<file path="config.mk">
export PLATFORM = sky130hd
export DESIGN_NAME = extclk_monitor
export DESIGN_NICKNAME = d
export VERILOG_FILES = /design/src/rtl/extclk_pkg.sv /design/src/rtl/extclk_edge_sync.sv /design/src/rtl/extclk_window_check.sv /design/src/rtl/extclk_qual_fsm.sv /design/src/rtl/extclk_monitor.sv
export SDC_FILE = /design/constraint.sdc
export NUM_CORES = 1
export LEC_CHECK = 0
export BUFFER_PORTS_ARGS = -buffer_cell sky130_fd_sc_hd__clkbuf_2
export CAP_MARGIN = 20
export CORE_MARGIN = 2
export CORE_UTILIZATION = 50
export DETAILED_ROUTE_END_ITERATION = 7
export GPL_TIMING_DRIVEN = 0
export PLACE_DENSITY = 0.7
export SLEW_MARGIN = 10
export SYNTH_ARGS = -nofsm -noshare
export SYNTH_HDL_FRONTEND = slang
export SYNTH_SLANG_ARGS = --single-unit
export TNS_END_PERCENT = 100
</file>
<file path="constraint.sdc">
create_clock -name clk -period 2.4 [get_ports clk]
set_clock_uncertainty 0.15 [all_clocks]
set_input_delay 0.48 -clock clk [delete_from_list [all_inputs] [get_ports clk]]
set_output_delay 0.48 -clock clk [all_outputs]
set_load 0.01 [all_outputs]
</file>
<file path="src/rtl/extclk_pkg.sv">
package extclk_pkg;

    typedef enum logic [1:0] {
        SRC_EXT     = 2'b00,
        SRC_INT     = 2'b01,
        SRC_AUTO    = 2'b10,
        SRC_INT_ALT = 2'b11
    } src_sel_e;

    typedef enum logic [1:0] {
        ST_INTERNAL = 2'd0,
        ST_QUALIFY  = 2'd1,
        ST_EXTERNAL = 2'd2
    } qual_state_e;

    localparam int unsigned DEF_WINDOW_TICKS = 64;
    localparam int unsigned DEF_MIN_EDGES    = 30;
    localparam int unsigned DEF_SYNC_STAGES  = 2;

endpackage

</file>
<file path="src/rtl/extclk_edge_sync.sv">
module extclk_edge_sync #(
    parameter int unsigned STAGES = 2
) (
    input  logic clk,
    input  logic rst_n,
    input  logic pin,
    output logic rise
);
    logic [STAGES-1:0] sreg;
    logic              prev_q;

    generate
        if (STAGES == 1) begin : g_one
            always_ff @(posedge clk) begin
                if (!rst_n) sreg <= '0;
                else        sreg <= pin;
            end
        end else begin : g_chain
            always_ff @(posedge clk) begin
                if (!rst_n) sreg <= '0;
                else        sreg <= {sreg[STAGES-2:0], pin};
            end
        end
    endgenerate

    always_ff @(posedge clk) begin
        if (!rst_n) prev_q <= 1'b0;
        else        prev_q <= sreg[STAGES-1];
    end

    assign rise = sreg[STAGES-1] & ~prev_q;

    // an edge pulse is a single cycle wide
    p_rise_single_r10: assert property (@(posedge clk) disable iff (!rst_n)
        rise |=> !rise);

endmodule

</file>
<file path="src/rtl/extclk_window_check.sv">
module extclk_window_check #(
    parameter int unsigned WINDOW_TICKS = 64,
    parameter int unsigned MIN_EDGES    = 30
) (
    input  logic clk,
    input  logic rst_n,
    input  logic clear,
    input  logic int_tick,
    input  logic ext_rise,
    output logic win_done,
    output logic win_ok
);
    localparam int unsigned TW = (WINDOW_TICKS > 1) ? $clog2(WINDOW_TICKS) : 1;
    localparam int unsigned EW = $clog2(MIN_EDGES + 1);
    localparam logic [TW-1:0] LAST_TICK = TW'(WINDOW_TICKS - 1);
    localparam logic [EW-1:0] EDGE_MIN  = EW'(MIN_EDGES);

    logic [TW-1:0] tick_cnt;
    logic [EW-1:0] edge_cnt;
    logic [EW-1:0] edges_now;

    // saturating count including an edge in the current cycle
    always_comb begin
        if (ext_rise && (edge_cnt != EDGE_MIN)) edges_now = edge_cnt + 1'b1;
        else                                    edges_now = edge_cnt;
    end

    assign win_done = int_tick && (tick_cnt == LAST_TICK) && !clear;
    assign win_ok   = (edges_now >= EDGE_MIN);

    always_ff @(posedge clk) begin
        if (!rst_n || clear) begin
            tick_cnt <= '0;
            edge_cnt <= '0;
        end else if (win_done) begin
            tick_cnt <= '0;
            edge_cnt <= '0;
        end else begin
            if (int_tick) tick_cnt <= tick_cnt + 1'b1;
            edge_cnt <= edges_now;
        end
    end

    // every window starts counting edges from zero
    p_window_restart_r3: assert property (@(posedge clk) disable iff (!rst_n)
        win_done |=> (edge_cnt == '0));

    // the edge counter never passes its threshold
    p_edge_saturate_r3: assert property (@(posedge clk) disable iff (!rst_n)
        edge_cnt <= EDGE_MIN);

endmodule

</file>
<file path="src/rtl/extclk_qual_fsm.sv">
module extclk_qual_fsm
    import extclk_pkg::*;
(
    input  logic clk,
    input  logic rst_n,
    input  logic det_en,
    input  logic win_done,
    input  logic win_ok,
    output logic ext_present
);
    qual_state_e state_q;
    qual_state_e state_d;

    always_comb begin
        state_d = state_q;
        if (!det_en) begin
            state_d = ST_INTERNAL;
        end else if (win_done) begin
            unique case (state_q)
                ST_INTERNAL: state_d = win_ok ? ST_QUALIFY  : ST_INTERNAL;
                ST_QUALIFY:  state_d = win_ok ? ST_EXTERNAL : ST_INTERNAL;
                ST_EXTERNAL: state_d = win_ok ? ST_EXTERNAL : ST_INTERNAL;
                default:     state_d = ST_INTERNAL;
            endcase
        end
    end

    always_ff @(posedge clk) begin
        if (!rst_n) state_q <= ST_INTERNAL;
        else        state_q <= state_d;
    end

    always_comb begin
        ext_present = 1'b0;
        unique case (state_q)
            ST_INTERNAL: ext_present = 1'b0;
            ST_QUALIFY:  ext_present = 1'b0;
            ST_EXTERNAL: ext_present = 1'b1;
            default:     ext_present = 1'b0;
        endcase
    end

    // external state is reached only from the qualify state on a pass
    p_two_passes_r6: assert property (@(posedge clk) disable iff (!rst_n)
        (state_q == ST_EXTERNAL && $past(state_q) != ST_EXTERNAL) |->
        ($past(state_q) == ST_QUALIFY && $past(win_done) && $past(win_ok)));

    // any failing window lands in the internal state
    p_fail_drops_r7: assert property (@(posedge clk) disable iff (!rst_n)
        (win_done && !win_ok) |=> (state_q == ST_INTERNAL));

    // detection disabled holds the qualifier internal
    p_disabled_internal_r8: assert property (@(posedge clk) disable iff (!rst_n)
        !det_en |=> (state_q == ST_INTERNAL));

endmodule

</file>
<file path="src/rtl/extclk_monitor.sv">
module extclk_monitor
    import extclk_pkg::*;
#(
    parameter int unsigned WINDOW_TICKS = DEF_WINDOW_TICKS,
    parameter int unsigned MIN_EDGES    = DEF_MIN_EDGES,
    parameter int unsigned SYNC_STAGES  = DEF_SYNC_STAGES
) (
    input  logic       clk,
    input  logic       rst_n,
    input  logic       ext_pin,
    input  logic       int_tick,
    input  logic [1:0] src_sel,
    input  logic       det_en,
    output logic       use_ext,
    output logic       ext_used,
    output logic       time_en
);
    logic ext_rise;
    logic win_done;
    logic win_ok;
    logic ext_present;

    extclk_edge_sync #(.STAGES(SYNC_STAGES)) u_sync (
        .clk   (clk),
        .rst_n (rst_n),
        .pin   (ext_pin),
        .rise  (ext_rise)
    );

    extclk_window_check #(
        .WINDOW_TICKS (WINDOW_TICKS),
        .MIN_EDGES    (MIN_EDGES)
    ) u_window (
        .clk      (clk),
        .rst_n    (rst_n),
        .clear    (!det_en),
        .int_tick (int_tick),
        .ext_rise (ext_rise),
        .win_done (win_done),
        .win_ok   (win_ok)
    );

    extclk_qual_fsm u_fsm (
        .clk         (clk),
        .rst_n       (rst_n),
        .det_en      (det_en),
        .win_done    (win_done),
        .win_ok      (win_ok),
        .ext_present (ext_present)
    );

    always_comb begin
        use_ext = 1'b0;
        unique case (src_sel_e'(src_sel))
            SRC_EXT:     use_ext = 1'b1;
            SRC_INT:     use_ext = 1'b0;
            SRC_AUTO:    use_ext = ext_present;
            SRC_INT_ALT: use_ext = 1'b0;
            default:     use_ext = 1'b0;
        endcase
    end

    assign ext_used = det_en & ext_present & use_ext;
    assign time_en  = use_ext ? ext_rise : int_tick;

endmodule

</file>
* Word level (Yosys, flattened, before mapping)
Index checks and enable logic that the tools add are counted.
** Cells by class
- Order comparisons :: 1
- Equal/unequal tests :: 7
- Bitwise logic cells :: 4
- Reduce and logical (&&, ||, !) cells :: 12
- Multiplexer cells :: 7
- Add/subtract/negate cells :: 2
** Operators by type and width (count)
- $add 6x1->6 const B :: 1
- $eq 2x2->1 const B :: 3
- $eq 6x6->1 const B :: 1
- $reduce_or 2->1 :: 3
- $add 5x1->5 const B :: 1
- $ge 5x5->1 const B :: 1
- $mux 5 :: 1
- $ne 5x5->1 const B :: 1
- $eq 2x1->1 const B :: 2
- $logic_not 2->1 :: 2
- $pmux 2 s2 :: 1
- $and 1x1->1 :: 3
- $logic_and 1x1->1 :: 3
- $mux 1 :: 3
- $pmux 1 s3 :: 1
- $logic_not 1->1 :: 2
- $mux 2 :: 1
- $reduce_and 2->1 :: 1
- $logic_or 1x1->1 :: 1
- $not 1->1 :: 1
** Storage, ports and cells
- Output and inout port bits :: 3
- Register bits :: 16
- Logic and storage cells :: 38
- Input bits :: 7

* Logic depth before layout (Yosys ltp)
- Depth in word-level cells :: 7
- Mapped depth :: 6
- Depth with buffers taken out :: 6

* By module
Synthesis repeated with hierarchy kept, for this count alone.
** Unflattened totals
- Cell total of the unflattened synthesis :: 84
- Area, all modules :: 785.8 µm²
** By module, submodules not included
- extclk_window_check :: instances 1, sequential area each 220.2 µm², area each 528.0 µm², cells an instance 58
- extclk_qual_fsm :: instances 1, sequential area each 40.0 µm², area each 128.9 µm², cells an instance 14
- extclk_edge_sync :: instances 1, sequential area each 60.1 µm², area each 92.6 µm², cells an instance 7
- extclk_monitor :: instances 1, sequential area each 0.0 µm², area each 36.3 µm², cells an instance 5

* Worst setup path before layout
No wires, ideal clock.
- Path kind :: register -> output
- Start :: register u_fsm.state_q[0]
- End :: output time_en
- Setup slack :: 0.535 ns
- Data required time :: 1.770 ns
- Arrival time :: 1.235 ns
- Buffers on the path :: 0
- Stages on the path, launching flop included :: 6
- Cells stage by stage :: dfxtp_1 > inv_1 > ha_1 > inv_1 > a21oi_1 > mux2_2
** Between the ends
- Longest elaborated chain between the ends :: 4
** Ends and longest elaborated chain
- start: declaration :: RTL line extclk_qual_fsm.sv:11 : qual_state_e state_q;
- start signal: assignment :: RTL line extclk_qual_fsm.sv:30 : else state_q <= state_d;
- $eq 2x2->1 :: RTL line extclk_qual_fsm.sv:35 : unique case (state_q)
- $mux 1 :: RTL line extclk_qual_fsm.sv:35
- $pmux 1 s3 :: RTL line extclk_monitor.sv:54 : unique case (src_sel_e'(src_sel))
- via use_ext :: RTL line extclk_monitor.sv:14 : output logic use_ext,
- $mux 1 :: RTL line extclk_monitor.sv:64 : assign time_en = use_ext ? ext_rise : int_tick;
- end: declaration :: RTL line extclk_monitor.sv:16 : output logic time_en
The timed path passes the listed nets, and every way through them passes these cells.

* Worst setup path in the final report
- Start :: register u_fsm.state_q[0]
- End :: output time_en
** Between the ends
- Longest elaborated chain between the ends :: 4
** Ends and longest elaborated chain (RTL line)
- $eq 2x2->1 :: extclk_qual_fsm.sv:35
- $mux 1 :: extclk_qual_fsm.sv:35
- $pmux 1 s3 :: extclk_monitor.sv:54
- $mux 1 :: extclk_monitor.sv:64
No other way between the ends.

==> results.md <==
- Crit path from: u_fsm.state_q[0]
- N_diodes: 0
- Crit Path Max Fanout: 3
- Count of standard-cell rows: 14
- Core region area: 1510 µm²
- Status: finished clean
- Via count: 639
- Clock sinks: 16
- Max Slew Vio Count: 0
- Flop and latch count out of synthesis: 16
- CTS buffer count: 3
- Initial Utilization: 0.534
- RR Endpoint: u_fsm.state_q[0]
- Unrepaired setup endpoints after global routing: no
- Largest net degree at the start of global routing: 10
- Die height: 44.1 µm
- Pwr Density: 498 nW/µm²
- Commonest non-fill, non-tap cell in the layout: dfxtp_1
- Crit. End Element: primary output
- Rel. slew slack: 0.789
- Mapped cell area: 805 µm²
- Setup ws final: 0.144 ns
- Fill cell count: 135
- Residual DRC: 0
- Post-detailed-route count of antenna-violating nets: 0
- First-pass GRT wire length: 2.38 mm
- Yosys warning total: 0
- Synth cell types: 28
- Fmax: 443 MHz
- Area delta synth->final: 10.3%
- Initial DRT Pass Iterations: 4
- Clk slew on worst S/H paths: 0.08 ns
- Die area: 1950 µm²
- Clk_lat worst skew: 0.28 ns
- Initial antenna violation count: 0
- Setup WS pre-CTS: 0.438 ns
- Setup TNS: 0 ns
- Fin crit share: 0.940
- Hold-fix buffers at CTS: 0
- Global Route Usage Sum: 0.172
- Max-Cap Viols: 0
- FF-to-FF Start: u_window.edge_cnt[0]
- Most frequent cells in the layout: dfxtp_1, nor2_1, nand2_1, clkbuf_2
- Detailed Route Iter0 Violations: 6
- Crit path required time: 1.77 ns
- Minimum clock period: 2.26 ns
- Vias in the first global route: 595
- Worst hold slack: 0.265 ns
- Worst-Margin Slew: 0.316 ns
- Routed WL: 1.41 mm
- CTS tree: done
- Hold Vio Cnt, Final: 0
- Hold Crit Class: in -> reg
- Layout cells sized above 1: 0.172
- Clock Root Buffer: clkbuf_4
- Postcts setup bufs: 0
- H-tree levels: 1
- CP startpoint kind: flop
- Worst-case vdd ir drop: 0.000254 V
- Synthesized area per cell: 9.14 µm²
- Max Root-Sink Buffers: 2
- Reg2reg setup slack: 0.64 ns
- Final nets: 114
- Setup violators final: 0
- Post-Syn Nets: 101
- DR WL/cell: 12.3 µm
- Sequential element share of the synthesized area: 0.398
- Port bufs: 8
- Synth Instances: 88
- Grt ovf: 0
- Post-DP HPWL: 1.11 mm
- Vias per inst: 5.56
- P_leak: 0.000339 µW
- Routability Congestion: 0.859
- Worst reg2reg path depth: 5
- CP Class: reg -> out
- End of the critical path: time_en
- # resized after CTS: 0
- Die Width: 44.1 µm
- # IOs: 10
- WP data arrival: 1.63 ns
[area by class of cell]
| cell class | count | area, µm² | area share |
|---|---|---|---|
| Tap cell | 16 | 20.0 | 0.0226 |
| Inverter | 4 | 15.0 | 0.0169 |
| Clock buffer | 3 | 22.5 | 0.0254 |
| Buffer | 2 | 15.0 | 0.0169 |
| Multi-Input combinational cell | 66 | 454 | 0.512 |
| Timing Repair Buffer | 8 | 40.0 | 0.0451 |
| Sequential cell | 16 | 320 | 0.361 |
[synth_stat cells]
cell type / instances / area [µm²]
a211oi_1: 1 / 7.51
a21o_1: 1 / 7.51
a21oi_1: 2 / 10.0
and2_1: 4 / 25.0
and4b_1: 1 / 10.0
buf_4: 2 / 15.0
dfxtp_1: 16 / 320
ha_1: 6 / 75.1
inv_1: 4 / 15.0
mux2_2: 1 / 11.3
mux2i_1: 1 / 10.0
nand2_1: 8 / 30.0
nand2b_1: 1 / 6.26
nand3_1: 3 / 15.0
nand4_1: 6 / 37.5
nor2_1: 13 / 48.8
nor2b_1: 1 / 6.26
nor3_1: 1 / 5.00
nor3b_1: 1 / 7.51
nor4b_2: 1 / 15.0
o21ba_2: 1 / 10.0
o22ai_1: 1 / 6.26
o31a_1: 1 / 8.76
o32ai_1: 1 / 8.76
o32ai_2: 1 / 16.3
or2_1: 1 / 6.26
xnor2_1: 4 / 35.0
xor2_1: 4 / 35.0
[metal layers]
metal	global-route usage	share of wire	up-vias
met4	0.121	0.025	0
met5	0	0	-
met3	0.0408	0.043	5
met1	0.193	0.47	291
met2	0.285	0.47	18
li1	-	-	325
[registers in the layout (all words and copies together), names as in the netlist]
signal / cells
u_window.tick_cnt: 6
u_window.edge_cnt: 5
u_fsm.state_q: 2
u_sync.sreg: 2
u_sync.prev_q: 1
[power breakdown]
group          total [µW]  internal [µW]  switching, µW  leakage (µW)
logic                30.3           14.7           15.6      0.000195
registers             272            269           3.14      0.000130
clock network         139           58.3           81.2     0.0000138
[logic make-up after synthesis]
kind of cell	synth area share
buffers and inverters	0.0373
adders and majority gates	0.0933
xor gates and xnor gates	0.0871
and+or+nand+nor	0.264
DFF	0.398
AOI/OAI and AO/OA	0.0933
muxes	0.0264
[worst min-delay path by stage]
stage	startpoint	to	cells past startpoint
5_1_grt	ext_pin	u_sync.sreg[0]	2
4_1_cts	ext_pin	u_sync.sreg[0]	2
2_1_floorplan	u_sync.sreg[0]	u_sync.sreg[1]	1
6_report	ext_pin	u_sync.sreg[0]	2
3_5_place_dp	u_sync.sreg[0]	u_sync.sreg[1]	1
3_3_place_gp	u_sync.sreg[0]	u_sync.sreg[1]	1
[worst max-delay path, stage by stage (launching register included)]
cell	delay [ns]
dfxtp_1	0.33
inv_1	0.08
ha_1	0.16
inv_1	0.04
a21oi_1	0.23
mux2_2	0.37
clkbuf_2	0.13
[through the flow]
step / instance area, µm² / util / cells / power [µW]
global route: 887 / 0.589 / 115 / 463
detailed placement: 865 / 0.574 / 112 / 309
global placement: 865 / 0.574 / 112 / 309
CTS: 887 / 0.589 / 115 / 450
floorplan: 805 / - / 88 / 298
finish: 887 / 0.589 / 115 / 442
Power figures use the tool's default switching activity.
